==> config.mk <==
export PLATFORM = sky130hd
export DESIGN_NAME = rowhit_sched
export DESIGN_NICKNAME = d
export VERILOG_FILES = /design/src/rtl/rhs_pkg.sv /design/src/rtl/rhs_bounds.sv /design/src/rtl/rhs_store.sv /design/src/rtl/rhs_pick.sv /design/src/rtl/rowhit_sched.sv
export SDC_FILE = /design/constraint.sdc
export NUM_CORES = 1
export LEC_CHECK = 0
export ABC_AREA = 1
export BUFFER_PORTS_ARGS = -buffer_cell sky130_fd_sc_hd__buf_4
export CAP_MARGIN = 20
export CORE_MARGIN = 5
export CORE_UTILIZATION = 30
export CTS_CLUSTER_DIAMETER = 50
export DETAILED_ROUTE_END_ITERATION = 8
export GPL_TIMING_DRIVEN = 0
export PLACE_DENSITY = 0.47
export SLEW_MARGIN = 30
export SYNTH_ARGS = -nofsm -noshare
export SYNTH_HDL_FRONTEND = slang
export SYNTH_SLANG_ARGS = --single-unit
==> constraint.sdc <==
create_clock -name clk -period 7.1 [get_ports clk]
set_clock_uncertainty 0.1 [all_clocks]
set_input_delay 0 -clock clk [delete_from_list [all_inputs] [get_ports clk]]
set_output_delay 0 -clock clk [all_outputs]
set_load 0.05 [all_outputs]
==> src/rtl/rhs_pkg.sv <==
package rhs_pkg;
    localparam int SRC_W     = 2;
    localparam int NSRC      = 1 << SRC_W;
    localparam int BANK_W    = 2;
    localparam int NBANK     = 1 << BANK_W;
    localparam int ROW_W     = 4;
    localparam int COL_W     = 4;
    localparam int LEN_W     = 3;
    localparam int BOUND_W   = 6;
    localparam int RST_BOUND = 39;

    typedef struct packed {
        logic [SRC_W-1:0]  src;
        logic              wr;
        logic [BANK_W-1:0] bank;
        logic [ROW_W-1:0]  row;
        logic [COL_W-1:0]  col;
        logic [LEN_W-1:0]  len;
    } req_t;

    function automatic logic same_addr(req_t a, req_t b);
        return (a.bank == b.bank) && (a.row == b.row) && (a.col == b.col);
    endfunction
endpackage

==> src/rtl/rhs_bounds.sv <==
module rhs_bounds
    import rhs_pkg::*;
(
    input  logic               clk,
    input  logic               rst,
    input  logic               we,
    input  logic [SRC_W-1:0]   src,
    input  logic [BOUND_W-1:0] val,
    output logic [BOUND_W-1:0] bound [NSRC]
);
    always_ff @(posedge clk) begin
        if (rst) begin
            for (int s = 0; s < NSRC; s++) bound[s] <= BOUND_W'(RST_BOUND);
        end else if (we) begin
            bound[src] <= val;
        end
    end
endmodule

==> src/rtl/rhs_store.sv <==
module rhs_store
    import rhs_pkg::*;
#(
    parameter int DEPTH = 4,
    localparam int IDX_W = (DEPTH > 1) ? $clog2(DEPTH) : 1,
    localparam int CNT_W = $clog2(DEPTH + 1)
) (
    input  logic               clk,
    input  logic               rst,
    input  logic               push_en,
    input  req_t               push_req,
    input  logic               push_wfull,
    input  logic               wdone_valid,
    input  logic [SRC_W-1:0]   wdone_src,
    input  logic               pop_en,
    input  logic [IDX_W-1:0]   pop_idx,
    output req_t               ent   [DEPTH],
    output logic [DEPTH-1:0]   vld,
    output logic [DEPTH-1:0]   wok,
    output logic [BOUND_W-1:0] age   [DEPTH],
    output logic [DEPTH-1:0]   older [DEPTH],
    output logic [CNT_W-1:0]   count,
    output logic               full
);
    logic [IDX_W-1:0] slot;
    logic             found;

    always_comb begin
        slot  = '0;
        found = 1'b0;
        for (int i = 0; i < DEPTH; i++) begin
            if (!vld[i] && !found) begin
                slot  = IDX_W'(i);
                found = 1'b1;
            end
        end
    end

    assign count = CNT_W'($countones(vld));
    assign full  = (count == CNT_W'(DEPTH));

    always_ff @(posedge clk) begin
        if (rst) begin
            vld <= '0;
            wok <= '0;
            for (int i = 0; i < DEPTH; i++) begin
                ent[i]   <= '0;
                age[i]   <= '0;
                older[i] <= '0;
            end
        end else begin
            for (int i = 0; i < DEPTH; i++) begin
                if (vld[i] && age[i] != '1) age[i] <= age[i] + 1'b1;
                if (wdone_valid && vld[i] && ent[i].src == wdone_src) wok[i] <= 1'b1;
            end
            if (pop_en) vld[pop_idx] <= 1'b0;
            if (push_en) begin
                ent[slot] <= push_req;
                vld[slot] <= 1'b1;
                wok[slot] <= !push_req.wr || push_wfull;
                age[slot] <= '0;
                for (int j = 0; j < DEPTH; j++) begin
                    older[j][slot] <= vld[j] && !(pop_en && pop_idx == IDX_W'(j));
                    older[slot][j] <= 1'b0;
                end
            end
        end
    end
endmodule

==> src/rtl/rhs_pick.sv <==
module rhs_pick
    import rhs_pkg::*;
#(
    parameter int DEPTH = 4,
    localparam int IDX_W = (DEPTH > 1) ? $clog2(DEPTH) : 1
) (
    input  req_t                        ent   [DEPTH],
    input  logic [DEPTH-1:0]            vld,
    input  logic [DEPTH-1:0]            wok,
    input  logic [BOUND_W-1:0]          age   [DEPTH],
    input  logic [DEPTH-1:0]            older [DEPTH],
    input  logic [NBANK-1:0]            open_valid,
    input  logic [NBANK-1:0][ROW_W-1:0] open_row,
    input  logic                        qos_en,
    input  logic [BOUND_W-1:0]          bound [NSRC],
    output logic                        sel_valid,
    output logic [IDX_W-1:0]            sel_idx
);
    logic [DEPTH-1:0] elig, hit, urg, cand;
    logic             win;

    always_comb begin
        for (int i = 0; i < DEPTH; i++) begin
            elig[i] = vld[i] && wok[i];
            for (int j = 0; j < DEPTH; j++) begin
                if (vld[j] && older[j][i] && same_addr(ent[j], ent[i])) elig[i] = 1'b0;
            end
            hit[i] = open_valid[ent[i].bank] && (open_row[ent[i].bank] == ent[i].row);
            urg[i] = qos_en && !ent[i].wr && (age[i] >= bound[ent[i].src]);
        end
        cand = elig & urg;
        if (cand == '0) cand = elig & hit;
        if (cand == '0) cand = elig;
        sel_valid = 1'b0;
        sel_idx   = '0;
        for (int i = 0; i < DEPTH; i++) begin
            win = cand[i];
            for (int j = 0; j < DEPTH; j++) begin
                if (cand[j] && older[j][i]) win = 1'b0;
            end
            if (win && !sel_valid) begin
                sel_valid = 1'b1;
                sel_idx   = IDX_W'(i);
            end
        end
    end
endmodule

==> src/rtl/rowhit_sched.sv <==
module rowhit_sched
    import rhs_pkg::*;
#(
    parameter int DEPTH = 4
) (
    input  logic                     clk,
    input  logic                     rst,
    input  logic                     qos_en,
    input  logic                     bound_we,
    input  logic [SRC_W-1:0]         bound_src,
    input  logic [BOUND_W-1:0]       bound_val,
    input  logic                     push_valid,
    output logic                     push_ready,
    input  logic [SRC_W-1:0]         push_src,
    input  logic                     push_wr,
    input  logic [BANK_W-1:0]        push_bank,
    input  logic [ROW_W-1:0]         push_row,
    input  logic [COL_W-1:0]         push_col,
    input  logic [LEN_W-1:0]         push_len,
    input  logic                     push_wfull,
    input  logic                     wdone_valid,
    input  logic [SRC_W-1:0]         wdone_src,
    input  logic [NBANK-1:0]         open_valid,
    input  logic [NBANK*ROW_W-1:0]   open_row,
    output logic                     grant_valid,
    input  logic                     grant_ready,
    output logic [SRC_W-1:0]         grant_src,
    output logic                     grant_wr,
    output logic [BANK_W-1:0]        grant_bank,
    output logic [ROW_W-1:0]         grant_row,
    output logic [COL_W-1:0]         grant_col,
    output logic [LEN_W-1:0]         grant_len
);
    localparam int IDX_W = (DEPTH > 1) ? $clog2(DEPTH) : 1;
    localparam int CNT_W = $clog2(DEPTH + 1);

    req_t               push_req;
    req_t               ent   [DEPTH];
    logic [DEPTH-1:0]   vld, wok;
    logic [BOUND_W-1:0] age   [DEPTH];
    logic [DEPTH-1:0]   older [DEPTH];
    logic [BOUND_W-1:0] bound [NSRC];
    logic [CNT_W-1:0]   cnt;
    logic               full, push_en, pop_en, sel_valid;
    logic [IDX_W-1:0]   sel_idx;
    req_t               sel;

    assign push_req   = '{src: push_src, wr: push_wr, bank: push_bank,
                          row: push_row, col: push_col, len: push_len};
    assign push_ready = !full;
    assign push_en    = push_valid && push_ready;
    assign pop_en     = sel_valid && grant_ready;

    rhs_bounds u_bounds (
        .clk(clk), .rst(rst), .we(bound_we), .src(bound_src), .val(bound_val), .bound(bound)
    );

    rhs_store #(.DEPTH(DEPTH)) u_store (
        .clk(clk), .rst(rst), .push_en(push_en), .push_req(push_req), .push_wfull(push_wfull),
        .wdone_valid(wdone_valid), .wdone_src(wdone_src), .pop_en(pop_en), .pop_idx(sel_idx),
        .ent(ent), .vld(vld), .wok(wok), .age(age), .older(older), .count(cnt), .full(full)
    );

    rhs_pick #(.DEPTH(DEPTH)) u_pick (
        .ent(ent), .vld(vld), .wok(wok), .age(age), .older(older),
        .open_valid(open_valid), .open_row(open_row), .qos_en(qos_en), .bound(bound),
        .sel_valid(sel_valid), .sel_idx(sel_idx)
    );

    assign sel         = ent[sel_idx];
    assign grant_valid = sel_valid;
    assign grant_src   = sel.src;
    assign grant_wr    = sel.wr;
    assign grant_bank  = sel.bank;
    assign grant_row   = sel.row;
    assign grant_col   = sel.col;
    assign grant_len   = sel.len;
endmodule

==> results.cfg, run 1 <==
[job]
max_cap_violations = 0

[clock_tree]
worstSkewPairLatency_ns = 0.43
cts_tree = done
ctsHoldBuffers = 41
cts_root_buf = clkbuf_16
post-cts-setup-buffer-count = 0
cts_sinks = 136
htreeDepth = 4
numCtsBuffers = 17
ctsResizeCount = 0
clk_path_buf_depth = 2
cts.reportedPaths.clkPinSlew_ns = 0.06

[detailed_routing]
vias_per_cell = 5.10
route.detailed.drc = 0
wire_per_inst_um = 18.5
dr.first_iter.drc_count = 858
postRouteAntennaNets = 0
drtPass1Iterations = 5
via_count = 10200
routed_wirelength_mm = 36.8

[timing]
report.final.slew_viol_count = 0
max-slew-margin-rel = 0.364
hold_violations = 0
fin_setup_tns_ns = 0
grt_setup_unrepaired = no
min_period_ns = 5.40
fmax_ghz = 0.185
post-route-period-util = 0.761
worstMarginPinSlew_ns = 0.954
setup_viol = 0

[worst_setup_path]
worst-path-buf-inv = 6
max_stage_delay_ns = 0.43
crit_arrival_ns = 5.30
crit_required_ns = 7.00
cpMostUsedCell = nand2_1
critPathLaunchType = flip-flop
crit_slowest_cell = clkinv_1
cp-end-kind = primary output
critPathLaunch = u_store.ent[30]
worstPathMaxFanout = 10
cp_top_family = simple AND/OR/NAND/NOR gates
ff2ff_setup_slack_ns = 2.30
crit_type = reg2out
r2r_start = u_store.ent[30]

[power_and_ir_drop]
ir_worst_vdd_mv = 0.122
powerDensity_nw_per_um2 = 198
p_leak_nw = 4.78

[layout]
layout-drive-gt1-share = 0.127
post-route-util = 0.371
n_fill_cell = 3373
areaGrowthSynthToFinish_pct = 21.7
nets = 1670
num_antenna_cells = 0

[global_routing]
grt_first_pass_wirelength_mm = 57.0
globalRouteTotalUtil = 0.207
grt_pass1_vias = 9680
antenna_found_initial = 0
grt_max_degree = 17
grt_remaining_overflow = 0

[synth]
async_reset_ff_frac = 0
yosys_most_used_dff = dfxtp_1
synth_top_cell_by_area = dfxtp_1
synthCells = 1451
ys_ff_latch = 136
avgSynthCellArea_um2 = 6.46
synth_most_common_cell = nand2_1
synth_nets = 1539
synth_common_cells = nand2_1, nor2_1, o21ai_0
netlist_top_cells_area = dfxtp_1, nand2_1, o21ai_0, a21oi_1, nor2_1
seq_area_frac_synth = 0.290
synth_enable_flop_cells = 0
netlist.area_leader.share = 0.290
yosys_warnings = 0
netlist_area_um2 = 9380
synth.distinct_cells = 53

[die]
fp.coreArea_um2 = 30700
fp.dieW_um = 187
initial_utilization = 0.305
ios = 72
num_rows = 64
die_area_um2 = 34900
die_y_um = 187

[run_status]
status = finished, final reports clean

[placement]
dp_hpwl_mm = 27.6
gp_congestion = 0.882
port_buffers = 71

[min_path]
hold_path_class = in2reg
min-delay-start = wdone_valid
state kept, by name (all words and copies together) (netlist names):
name	cells
u_store.ent	64
u_bounds.bound	24
u_store.age	24
u_store.older	16
u_store.vld	4
u_store.wok	4
cell usage in the layout (no fill, tap or decap), drive strengths merged:
cell type / synthesis / layout
nor2: 175 / 175
nor3: 32 / 32
buf: 23 / 94
nand3: 79 / 79
clkinv: 7 / 12
o211ai: 24 / 24
clkinvlp: 0 / 4
and2: 1 / 1
fa: 1 / 1
a22oi: 1 / 1
nand3b: 5 / 5
a21o: 1 / 1
nor3b: 1 / 1
or2: 4 / 4
dlygate4sd3: 0 / 41
bufinv: 0 / 2
o21ai: 161 / 161
inv: 153 / 153
xnor2: 13 / 13
o21bai: 3 / 3
a2111oi: 1 / 1
o2111ai: 2 / 2
xor2: 15 / 15
clkbuf: 34 / 55
o221ai: 17 / 17
a32oi: 1 / 1
ha: 33 / 33
nand2: 360 / 360
a31oi: 6 / 6
nand4: 23 / 23
a21oi: 124 / 124
o22ai: 8 / 8
and3: 1 / 1
dfxtp: 136 / 136
o21a: 4 / 4
or3b: 2 / 2
layout make-up:
type                    count  area, um^2  area share
plain buffers              57         279      0.0245
clock buffers              21         470      0.0412
clock inverters            11         123      0.0107
inverters                 160         611      0.0535
multi-input cells        1098        5770       0.505
flip-flops and latches    136        2720       0.239
well taps                 396         495      0.0434
repair buffers            112         943      0.0827
per-layer routing:
layer | vias to the layer above | wire length, um | track usage
li1 | 5088 | - | -
met1 | 4700 | 16500 | 0.273
met2 | 315 | 17400 | 0.349
met3 | 60 | 1700 | 0.0262
met4 | 0 | 1220 | 0.0759
met5 | - | 0 | 0
through the flow:
| step | setup WS (ns) | cells | power (mW) | instance area [um^2] | hold WS (ns) |
|---|---|---|---|---|---|
| 6_report | 1.70 | 1991 | 2.26 | 11400 | 0.0920 |
| 2_1_floorplan | 3.09 | 1451 | 1.16 | 9380 | 0.0263 |
| 5_1_grt | 1.30 | 1991 | 2.37 | 11400 | 0.139 |
| 4_1_cts | 1.70 | 1991 | 2.28 | 11400 | 0.0778 |
| 3_3_place_gp | 2.19 | 1918 | 1.35 | 10400 | 0.155 |
| 3_5_place_dp | 2.17 | 1918 | 1.35 | 10400 | 0.158 |
worst reg2reg max path, delay by kind of cell, from the launching register on:
| family | cells | cell delay, ns |
|---|---|---|
| flip-flops | 1 | 0.38 |
| buffers and inverters | 5 | 1.15 |
| adder cells (fa/ha/maj) | 1 | 0.27 |
| AND/OR/NAND/NOR | 18 | 2.06 |
| AO/OA/AOI/OAI | 5 | 0.74 |
final timing paths:
check                           end  cells past startpoint
setup / recovery       grant_len[1]                     29
setup reg to reg  u_store.older[11]                     29
hold reg to reg    u_store.older[3]                      2
hold / removal       u_store.wok[1]                      7
kinds of logic (layout without fill, tap and decap cells):
group / Yosys count / after routing / share of synthesized area
adder cells (fa/ha/maj): 34 / 34 / 0.0462
AND/OR/NAND/NOR: 683 / 683 / 0.321
XOR/XNOR: 28 / 28 / 0.0262
flip-flops: 136 / 136 / 0.290
AO/OA/AOI/OAI: 353 / 353 / 0.221
buffers and inverters: 217 / 361 / 0.0949
power breakdown:
part | total, mW | leakage (nW) | switching (mW) | internal, mW
sequential | 0.837 | 1.11 | 0.0403 | 0.797
clock | 0.909 | 0.281 | 0.365 | 0.544
combinational | 0.518 | 3.40 | 0.340 | 0.178
total | 2.26 | 4.78 | 0.745 | 1.52
Power figures use the tool's default switching activity.
==> inputs of run 2 (changes only) <==
Clock period 7.1 ns to 5 ns, I/O delays scaled along.
==> run 2 against run 1 <==
- sequential share of layout area shrank 0.20 points
- utilization rose by 0.46 points
- global-route usage unchanged
- die area did not move
- combinational power up 44%
- critical endpoint is now u_store.wok[2]
- highest routed layer unchanged
==> results.cfg, run 2 (same netlist as run 1, synthesis figures left out) <==
[run_status]
status = finished, final reports clean

[die]
die_y_um = 187
num_rows = 64
fp.dieW_um = 187
fp.coreArea_um2 = 30700
initial_utilization = 0.305
die_area_um2 = 34900
ios = 72

[detailed_routing]
drtPass1Iterations = 5
route.detailed.drc = 0
dr.first_iter.drc_count = 855
postRouteAntennaNets = 0
vias_per_cell = 5.08
routed_wirelength_mm = 36.8
wire_per_inst_um = 18.4
via_count = 10200

[power_and_ir_drop]
p_leak_nw = 4.86
ir_worst_vdd_mv = 0.173
finalPower_mw = 3.23
powerDensity_nw_per_um2 = 279

[clock_tree]
clk_path_buf_depth = 2
cts_sinks = 136
htreeDepth = 4
cts_tree = done
cts_root_buf = clkbuf_16
cts.reportedPaths.clkPinSlew_ns = 0.06
numCtsBuffers = 17
worstSkewPairLatency_ns = 0.44

[global_routing]
grt_pass1_vias = 9674
grt_first_pass_wirelength_mm = 57.0
globalRouteTotalUtil = 0.207
antenna_found_initial = 0
grt_max_degree = 17
grt_remaining_overflow = 0

[layout]
largest_register = u_store.ent
nets = 1677
largest_register_ffs = 64
n_fill_cell = 3364
final_cells = 1998
mostFrequentLayoutCells = nand2_1, nor2_1, o21ai_0
final_common_cell = nand2_1
top_regs = u_store.ent (64), u_bounds.bound (24), u_store.age (24)
design_area_um2 = 11500
layout-drive-gt1-share = 0.144
areaGrowthSynthToFinish_pct = 23.2
num_antenna_cells = 0

[worst_setup_path]
crit_arrival_ns = 4.95
critPathLaunchType = flip-flop
worstPathMaxFanout = 10
regToRegEndpoint = u_store.wok[2]
cp-end-kind = flip-flop
ff2ff_setup_slack_ns = 0.26
critPathLaunch = u_store.vld[1]
r2r_start = u_store.vld[1]
r2r_cells = 13
crit_required_ns = 5.22
crit_type = reg2reg
worstSetupEndpoint = u_store.wok[2]

[timing]
whs_ns = 0.0899
min_period_ns = 4.74
grt_setup_unrepaired = no
fmax_ghz = 0.211
post-route-period-util = 0.948
hold_violations = 0
setup_viol = 0
fin_setup_tns_ns = 0
worstMarginPinSlew_ns = 0.947
report.final.slew_viol_count = 0
max-slew-margin-rel = 0.369

[placement]
dp.cells = 1918
dp_hpwl_mm = 27.6
port_buffers = 71
placed_cell_area_um2 = 10400
gp_congestion = 0.882

[min_path]
hold_path_class = in2reg

[job]
max_cap_violations = 0
run 2: routing by layer:
metal / share of wire / global-route usage / vias up
met4: 0.034 / 0.0748 / 0
met1: 0.45 / 0.273 / 4684
met2: 0.47 / 0.349 / 300
met5: 0 / 0 / -
met3: 0.043 / 0.0263 / 62
li1: - / - / 5106
run 2: worst min-delay path by stage:
stage                  from            endpoint  slack [ns]  depth (start not counted)
4_1_cts         wdone_valid      u_store.wok[1]        0.08                          7
5_1_grt         wdone_valid      u_store.wok[1]        0.14                          7
6_report        wdone_valid      u_store.wok[1]        0.09                          7
3_5_place_dp   bound_val[1]   u_bounds.bound[7]        0.16                          3
3_3_place_gp   bound_val[1]   u_bounds.bound[7]        0.15                          3
2_1_floorplan  bound_val[5]  u_bounds.bound[11]        0.03                          2
run 2: worst max-delay path, cell delays in order, from the launching register on:
cell and delay [ns]:
dfxtp_1 0.61, inv_1 0.24, ha_1 0.33, inv_1 0.06, ha_1 0.13, inv_1 0.05, fa_1 0.47, or3b_2 0.45
nand2_1 0.20, nor2_1 0.17, inv_1 0.27, clkbuf_1 0.74, a32oi_1 0.18, dlygate4sd3_1 0.61
run 2: per-stage QoR:
| stage | setup slack, ns | utilization |
|---|---|---|
| 2_1_floorplan | 0.993 | - |
| 3_3_place_gp | 0.0907 | 0.338 |
| 3_5_place_dp | 0.0716 | 0.338 |
| 4_1_cts | 0.0641 | 0.372 |
| 5_1_grt | 0.00337 | 0.376 |
| 6_report | 0.261 | 0.376 |
run 2: what timing repair did:
item	4_1_cts	5_1_grt
gates cloned	0	1
pin swaps	1	1
hold buffers	41	0
buffers inserted	2	7
resized for setup	6	32
endpoints found under the hold margin	113	0
endpoints found under the setup margin	16	17
run 2: final cells by class:
class,instances,area (um^2),area share
Sequential cell,136,2730,0.237
Timing Repair inverter,1,5.00,0.000433
Inverter,160,632,0.0547
Buffer,54,290,0.0251
Clock buffer,21,470,0.0407
Clock inverter,11,123,0.0106
Timing Repair Buffer,121,1030,0.0893
Multi-Input combinational cell,1098,5770,0.500
Tap cell,396,495,0.0429
run 2: where the power goes:
part | internal [mW] | switching, mW
Combinational | 0.261 | 0.483
Sequential | 1.13 | 0.0595
Clock | 0.772 | 0.520
Total | 2.16 | 1.06
